`config.mk`:
```
export PLATFORM = sky130hd
export DESIGN_NAME = booth_mul_seq
export DESIGN_NICKNAME = d
export VERILOG_FILES = /design/src/rtl/booth_pkg.sv /design/src/rtl/booth_recode.sv /design/src/rtl/booth_addsub.sv /design/src/rtl/booth_seq_ctrl.sv /design/src/rtl/booth_mul_seq.sv
export SDC_FILE = /design/constraint.sdc
export NUM_CORES = 1
export LEC_CHECK = 0
export BUFFER_PORTS_ARGS = -buffer_cell sky130_fd_sc_hd__buf_2
export CAP_MARGIN = 20
export CORE_MARGIN = 1
export CORE_UTILIZATION = 25
export CTS_CLUSTER_DIAMETER = 40
export DETAILED_ROUTE_END_ITERATION = 10
export GPL_TIMING_DRIVEN = 0
export PLACE_DENSITY = 0.46
export SLEW_MARGIN = 20
export SYNTH_ARGS = -nofsm -noshare
export SYNTH_HDL_FRONTEND = slang
export SYNTH_SLANG_ARGS = --single-unit
```
`constraint.sdc`:
```
create_clock -name clk -period 3.8 [get_ports clk]
set_clock_uncertainty 0.15 [all_clocks]
set_input_delay 0.38 -clock clk [delete_from_list [all_inputs] [get_ports clk]]
set_output_delay 0.38 -clock clk [all_outputs]
set_load 0.01 [all_outputs]
```
`src/rtl/booth_pkg.sv`:
```
package booth_pkg;

  // Arithmetic action chosen for one recoding step
  typedef enum logic [1:0] {
    OP_SKIP = 2'd0,
    OP_ADD  = 2'd1,
    OP_SUB  = 2'd2
  } booth_op_e;

endpackage

```
`src/rtl/booth_recode.sv`:
```
module booth_recode
  import booth_pkg::*;
(
  input  logic      cur_bit_i,
  input  logic      prev_bit_i,
  output booth_op_e op_o
);

  // 01: a run of ones has ended -> add; 10: a run of ones begins -> subtract
  always_comb begin
    unique case ({cur_bit_i, prev_bit_i})
      2'b01:   op_o = OP_ADD;
      2'b10:   op_o = OP_SUB;
      default: op_o = OP_SKIP;
    endcase
  end

endmodule

```
`src/rtl/booth_addsub.sv`:
```
module booth_addsub
  import booth_pkg::*;
#(
  parameter int SUM_W = 33
) (
  input  logic [SUM_W-1:0] acc_i,
  input  logic [SUM_W-1:0] opnd_i,
  input  booth_op_e        op_i,
  output logic [SUM_W-1:0] sum_o
);

  always_comb begin
    unique case (op_i)
      OP_ADD:  sum_o = acc_i + opnd_i;
      OP_SUB:  sum_o = acc_i + ~opnd_i + SUM_W'(1);
      default: sum_o = acc_i;
    endcase
  end

endmodule

```
`src/rtl/booth_seq_ctrl.sv`:
```
module booth_seq_ctrl #(
  parameter int WIDTH = 32,
  localparam int CW   = $clog2(WIDTH + 1)
) (
  input  logic clk,
  input  logic rst_n,
  input  logic start_i,
  output logic load_o,
  output logic step_o,
  output logic busy_o,
  output logic done_o
);

  logic          busy_q, busy_d;
  logic          done_q, done_d;
  logic [CW-1:0] cnt_q,  cnt_d;
  logic          cnt_en;
  logic          last_step;

  assign load_o    = start_i & ~busy_q;
  assign step_o    = busy_q;
  assign last_step = busy_q & (cnt_q == CW'(1));

  always_comb begin
    busy_d = busy_q;
    cnt_d  = cnt_q;
    cnt_en = 1'b0;
    done_d = last_step;
    if (load_o) begin
      busy_d = 1'b1;
      cnt_d  = CW'(WIDTH);
      cnt_en = 1'b1;
    end else if (busy_q) begin
      cnt_d  = cnt_q - CW'(1);
      cnt_en = 1'b1;
      if (last_step) busy_d = 1'b0;
    end
  end

  always_ff @(posedge clk or negedge rst_n) begin
    if (!rst_n) begin
      busy_q <= 1'b0;
      done_q <= 1'b0;
      cnt_q  <= '0;
    end else begin
      busy_q <= busy_d;
      done_q <= done_d;
      if (cnt_en) cnt_q <= cnt_d;
    end
  end

  assign busy_o = busy_q;
  assign done_o = done_q;

  // an accepted start arms the counter with the full step count
  a_r11_load_count: assert property (@(posedge clk) disable iff (!rst_n)
    (start_i && !busy_q) |=> (busy_q && cnt_q == CW'(WIDTH)));

  // each non-final step lowers the counter by exactly one
  a_r11_count_step: assert property (@(posedge clk) disable iff (!rst_n)
    (busy_q && cnt_q != CW'(1)) |=> (busy_q && cnt_q == $past(cnt_q) - CW'(1)));

  // completion is a single-cycle pulse
  a_r8_done_pulse: assert property (@(posedge clk) disable iff (!rst_n)
    done_q |=> !done_q);

  // done is never reported while still stepping
  a_r8_done_idle: assert property (@(posedge clk) disable iff (!rst_n)
    done_q |-> !busy_q);

endmodule

```
`src/rtl/booth_mul_seq.sv`:
```
module booth_mul_seq
  import booth_pkg::*;
#(
  parameter int WIDTH = 32,
  localparam int AW   = WIDTH + 1,
  localparam int PW   = 2 * WIDTH
) (
  input  logic          clk,
  input  logic          rst_n,
  input  logic          start_i,
  input  logic [WIDTH-1:0] mcand_i,
  input  logic [WIDTH-1:0] mplier_i,
  output logic          busy_o,
  output logic          done_o,
  output logic [PW-1:0] product_o
);

  // Partial sum and multiplicand carry one guard bit so that
  // subtracting the most negative multiplicand cannot overflow.
  logic [AW-1:0]    acc_q,  acc_d;
  logic [AW-1:0]    mcd_q,  mcd_d;
  logic [WIDTH-1:0] mpl_q,  mpl_d;
  logic             hist_q, hist_d;
  logic             load, step, reg_en;
  booth_op_e        op;
  logic [AW-1:0]    sum;

  booth_seq_ctrl #(.WIDTH(WIDTH)) ctrl_i (
    .clk     (clk),
    .rst_n   (rst_n),
    .start_i (start_i),
    .load_o  (load),
    .step_o  (step),
    .busy_o  (busy_o),
    .done_o  (done_o)
  );

  booth_recode recode_i (
    .cur_bit_i  (mpl_q[0]),
    .prev_bit_i (hist_q),
    .op_o       (op)
  );

  booth_addsub #(.SUM_W(AW)) addsub_i (
    .acc_i  (acc_q),
    .opnd_i (mcd_q),
    .op_i   (op),
    .sum_o  (sum)
  );

  assign reg_en = load | step;

  always_comb begin
    acc_d  = acc_q;
    mcd_d  = mcd_q;
    mpl_d  = mpl_q;
    hist_d = hist_q;
    if (load) begin
      acc_d  = '0;
      mcd_d  = {mcand_i[WIDTH-1], mcand_i};
      mpl_d  = mplier_i;
      hist_d = 1'b0;
    end else if (step) begin
      acc_d  = {sum[AW-1], sum[AW-1:1]};
      mpl_d  = {sum[0], mpl_q[WIDTH-1:1]};
      hist_d = mpl_q[0];
    end
  end

  always_ff @(posedge clk or negedge rst_n) begin
    if (!rst_n) begin
      acc_q  <= '0;
      mcd_q  <= '0;
      mpl_q  <= '0;
      hist_q <= 1'b0;
    end else if (reg_en) begin
      acc_q  <= acc_d;
      mcd_q  <= mcd_d;
      mpl_q  <= mpl_d;
      hist_q <= hist_d;
    end
  end

  assign product_o = {acc_q[WIDTH-1:0], mpl_q};

  // the multiplicand is frozen while an operation runs
  a_r9_mcand_held: assert property (@(posedge clk) disable iff (!rst_n)
    busy_o |=> $stable(mcd_q));

  // a skip step is a pure sign-preserving shift of the partial sum
  a_r4_skip_shift: assert property (@(posedge clk) disable iff (!rst_n)
    (busy_o && (mpl_q[0] == hist_q)) |=>
      (acc_q == {$past(acc_q[AW-1]), $past(acc_q[AW-1:1])}));

  // an idle unit without a new start keeps its product
  a_r10_product_held: assert property (@(posedge clk) disable iff (!rst_n)
    (!busy_o && !start_i) |=> $stable(product_o));

  // the history bit always takes the multiplier bit shifted out
  a_r6_hist_follows: assert property (@(posedge clk) disable iff (!rst_n)
    busy_o |=> (hist_q == $past(mpl_q[0])));

endmodule

```
==> metrics.cfg <==
[timing]
fin_crit_sh_pct = 97.0
setup-violations-final = 0
hold_viol_final = 0
clock.fmax_mhz = 271
setup-tns-final_ns = 0
timing.hold.ws_ns = 0.0585
fin_crit_ns = 3.69
finalMaxSlewViolations = 0
worst_slew_pin_slew_ns = 0.837
relSlewSlack_pct = 44.2

[routing]
drc = 0
via_per_inst = 5.04
wl_per_cell_um = 18.3
dr.first_iter.drc_count = 449
vias = 7978
wirelength_um = 29000
dr.pass1.iters = 5
drtAntennaViolNets = 0

[die]
num_rows = 65
dieArea_sq_um = 33600
io_pins = 133
start_util_pct = 25.7
dieWidth_um = 183
die_height_um = 183
core-area_sq_um = 32000

[placed_design]
gp_congestion = 0.875
placedCellCount = 1565
port-buffer-count = 132
hpwlAfterDp_um = 22000

[synthesis]
syn_area_per_cell_sq_um = 8.23
synthesis.nets = 1134
synth.yosys.warnings = 0
netlist_area_sq_um = 8210
ys_types = 73
async_flop_share_pct = 100
synth_edf_count = 0
ys_ff_latch = 105
synth_commonest_cells = 122 x o21ai_0, 120 x nand2_1, 105 x dfrtp_1, 73 x inv_1, 68 x ha_1
synth.most_common_cell = o21ai_0
netlist_instances = 997
yosysSeqAreaShare_pct = 32.0
netlist.area_leader.share_pct = 32.0
synth_top_area_cell = dfrtp_1
synth_top_flop_cell = dfrtp_1
synthTopCellsByArea = dfrtp_1 32%, ha_1 10%, o21ai_0 7.4%

[grt]
grt_overflow_total = 0
grt-busiest-layer = met2
grt_use_total_pct = 17.6
grt.met3_usage_pct = 3.69
use_met2_pct = 28.0
grt_pass1_vias = 8067
grt_max_degree = 59
antenna_found_initial = 0
use_met1_pct = 24.6
grt_pass1_wl_um = 46200

[critical_path]
cp_num_buf_inv = 1
cpPeakStageDelay_ns = 0.51
crit_fanout = 8
r2r_start = acc_q[9]
crit_type = flip-flop to flip-flop
crit_arrival_ns = 3.80
path_cells = ha_1 > buf_6 > or4_4 > or4_1 > a21oi_2 > nor3_2 > a211oi_4 > nand3_1 > nand2_2 > a211oi_2 > mux2i_1 > a221o_1
cpLargestDelayFamily = simple AND/OR/NAND/NOR gates
required_ns = 3.91
endpoint_kind = flip-flop
cp-start-kind = flip-flop
slowest_stage = or4_4
cp-startpoint = acc_q[9]

[cells_and_area]
drive_above_1_share_pct = 16.0
nNetsFinal = 1279
nFillCells = 3485
finalNonFillerCells = 1582
diodes = 0
area_growth_pct = 19.9

[clocking]
h-tree-depth = 3
clkSinkCount = 105
cts_tree = built
numCtsBuffers = 9
clk_latency_ns = 0.38
clock_tree.root_cell = clkbuf_16
clk_pin_slew_worst_paths_ns = 0.09
clockBufferDepth = 2

[min_path]
hold_start = mcand_i[28]
hp-class = input port to flip-flop

[job]
cap_viol_max_count = 0

[outcome]
status = complete, no violations

[cell usage in the layout, fill, tap and decap left out, drive strengths merged, types with 8 or more instances in the layout]
cell type  count
a211oi        15
a21o          12
a21oi         66
a221oi        14
a22oi          9
buf          149
clkbuf        54
dfrtp        105
ha            68
inv           76
mux2i         34
nand2        121
nand2b        11
nand3         10
nor2          54
nor2b         12
nor3          21
nor4          10
o211ai         9
o21ai        132
o21bai        16
o221ai         8
o31ai         12
xnor2         42
[state kept, by name, indices dropped and copies added, names as in the netlist]
name and count:
mcd_q 32, acc_q 32, ctrl_i.done_o 1, ctrl_i.busy_o 1, ctrl_i.cnt_q 6, mpl_q 32, hist_q 1
[per-layer routing]
metal | wire length (um) | part of all wire (%) | up-vias
li1 | - | - | 3827
met1 | 13800 | 48 | 3894
met2 | 13100 | 45 | 232
met3 | 1820 | 6.3 | 25
met4 | 307 | 1.1 | 0
met5 | 0 | 0 | -
[final cells by class]
type | count | area (sq um) | share of cell area [%]
Multi-Input combinational cell | 757 | 5140 | 52.2
Tap cell | 435 | 544 | 5.53
Inverter | 74 | 278 | 2.82
Clock buffer | 9 | 225 | 2.29
Buffer | 60 | 241 | 2.45
Sequential cell | 105 | 2630 | 26.7
Timing Repair Buffer | 135 | 712 | 7.23
Clock inverter | 7 | 73.8 | 0.750
[worst register-to-register path: cells and delay by family, from the launching register on]
family	cells	cell delay, ns
buffers and inverters	1	0.14
DFF	1	0.47
adders and majority gates	1	0.33
and+or+nand+nor	5	1.40
AOI/OAI and AO/OA	4	0.94
muxes	1	0.15
[metrics by stage]
| stage | worst slack (ns) | utilization, % | area, sq um |
|---|---|---|---|
| 2_1_floorplan | 0.497 | - | 8210 |
| 3_3_place_gp | -0.149 | 29.4 | 9410 |
| 3_5_place_dp | -0.125 | 29.6 | 9450 |
| 4_1_cts | 0.0271 | 30.5 | 9760 |
| 5_1_grt | -0.00329 | 30.8 | 9840 |
| 6_report | 0.115 | 30.8 | 9840 |
[cell families (layout without fill, tap and decap cells)]
family                   count (synthesis)  after routing  share of synthesized area (%)
XOR/XNOR                                49             49                           5.23
buffers and inverters                  135            285                           6.37
AO/OA/AOI/OAI                          340            340                           26.6
adder cells (fa/ha/maj)                 70             70                           10.9
AND/OR/NAND/NOR                        262            262                           14.5
flip-flops                             105            105                           32.0
multiplexers                            36             36                           4.42
[worst paths after layout]
check / end / slack, ns / cells after the start
max in group asynchronous: mcd_q[22] / 2.44 / 3
min reg2reg: ctrl_i.cnt_q[5] / 0.32 / 1
max: acc_q[28] / 0.11 / 12
max reg2reg: acc_q[28] / 0.11 / 12
min: mcd_q[28] / 0.06 / 3
min in group asynchronous: mpl_q[23] / 0.36 / 2
[timing repair]
action	4_1_cts	5_1_grt
hold buffers	1	0
endpoints found under the setup margin	4	8
pin swaps	0	1
gates resized for setup	2	13
buffers inserted	0	1
endpoints found under the hold margin	47	0
Power is left out: the tool's default activity adds up to more than one toggle a clock period on the data nets, which glitch-free logic cannot reach.
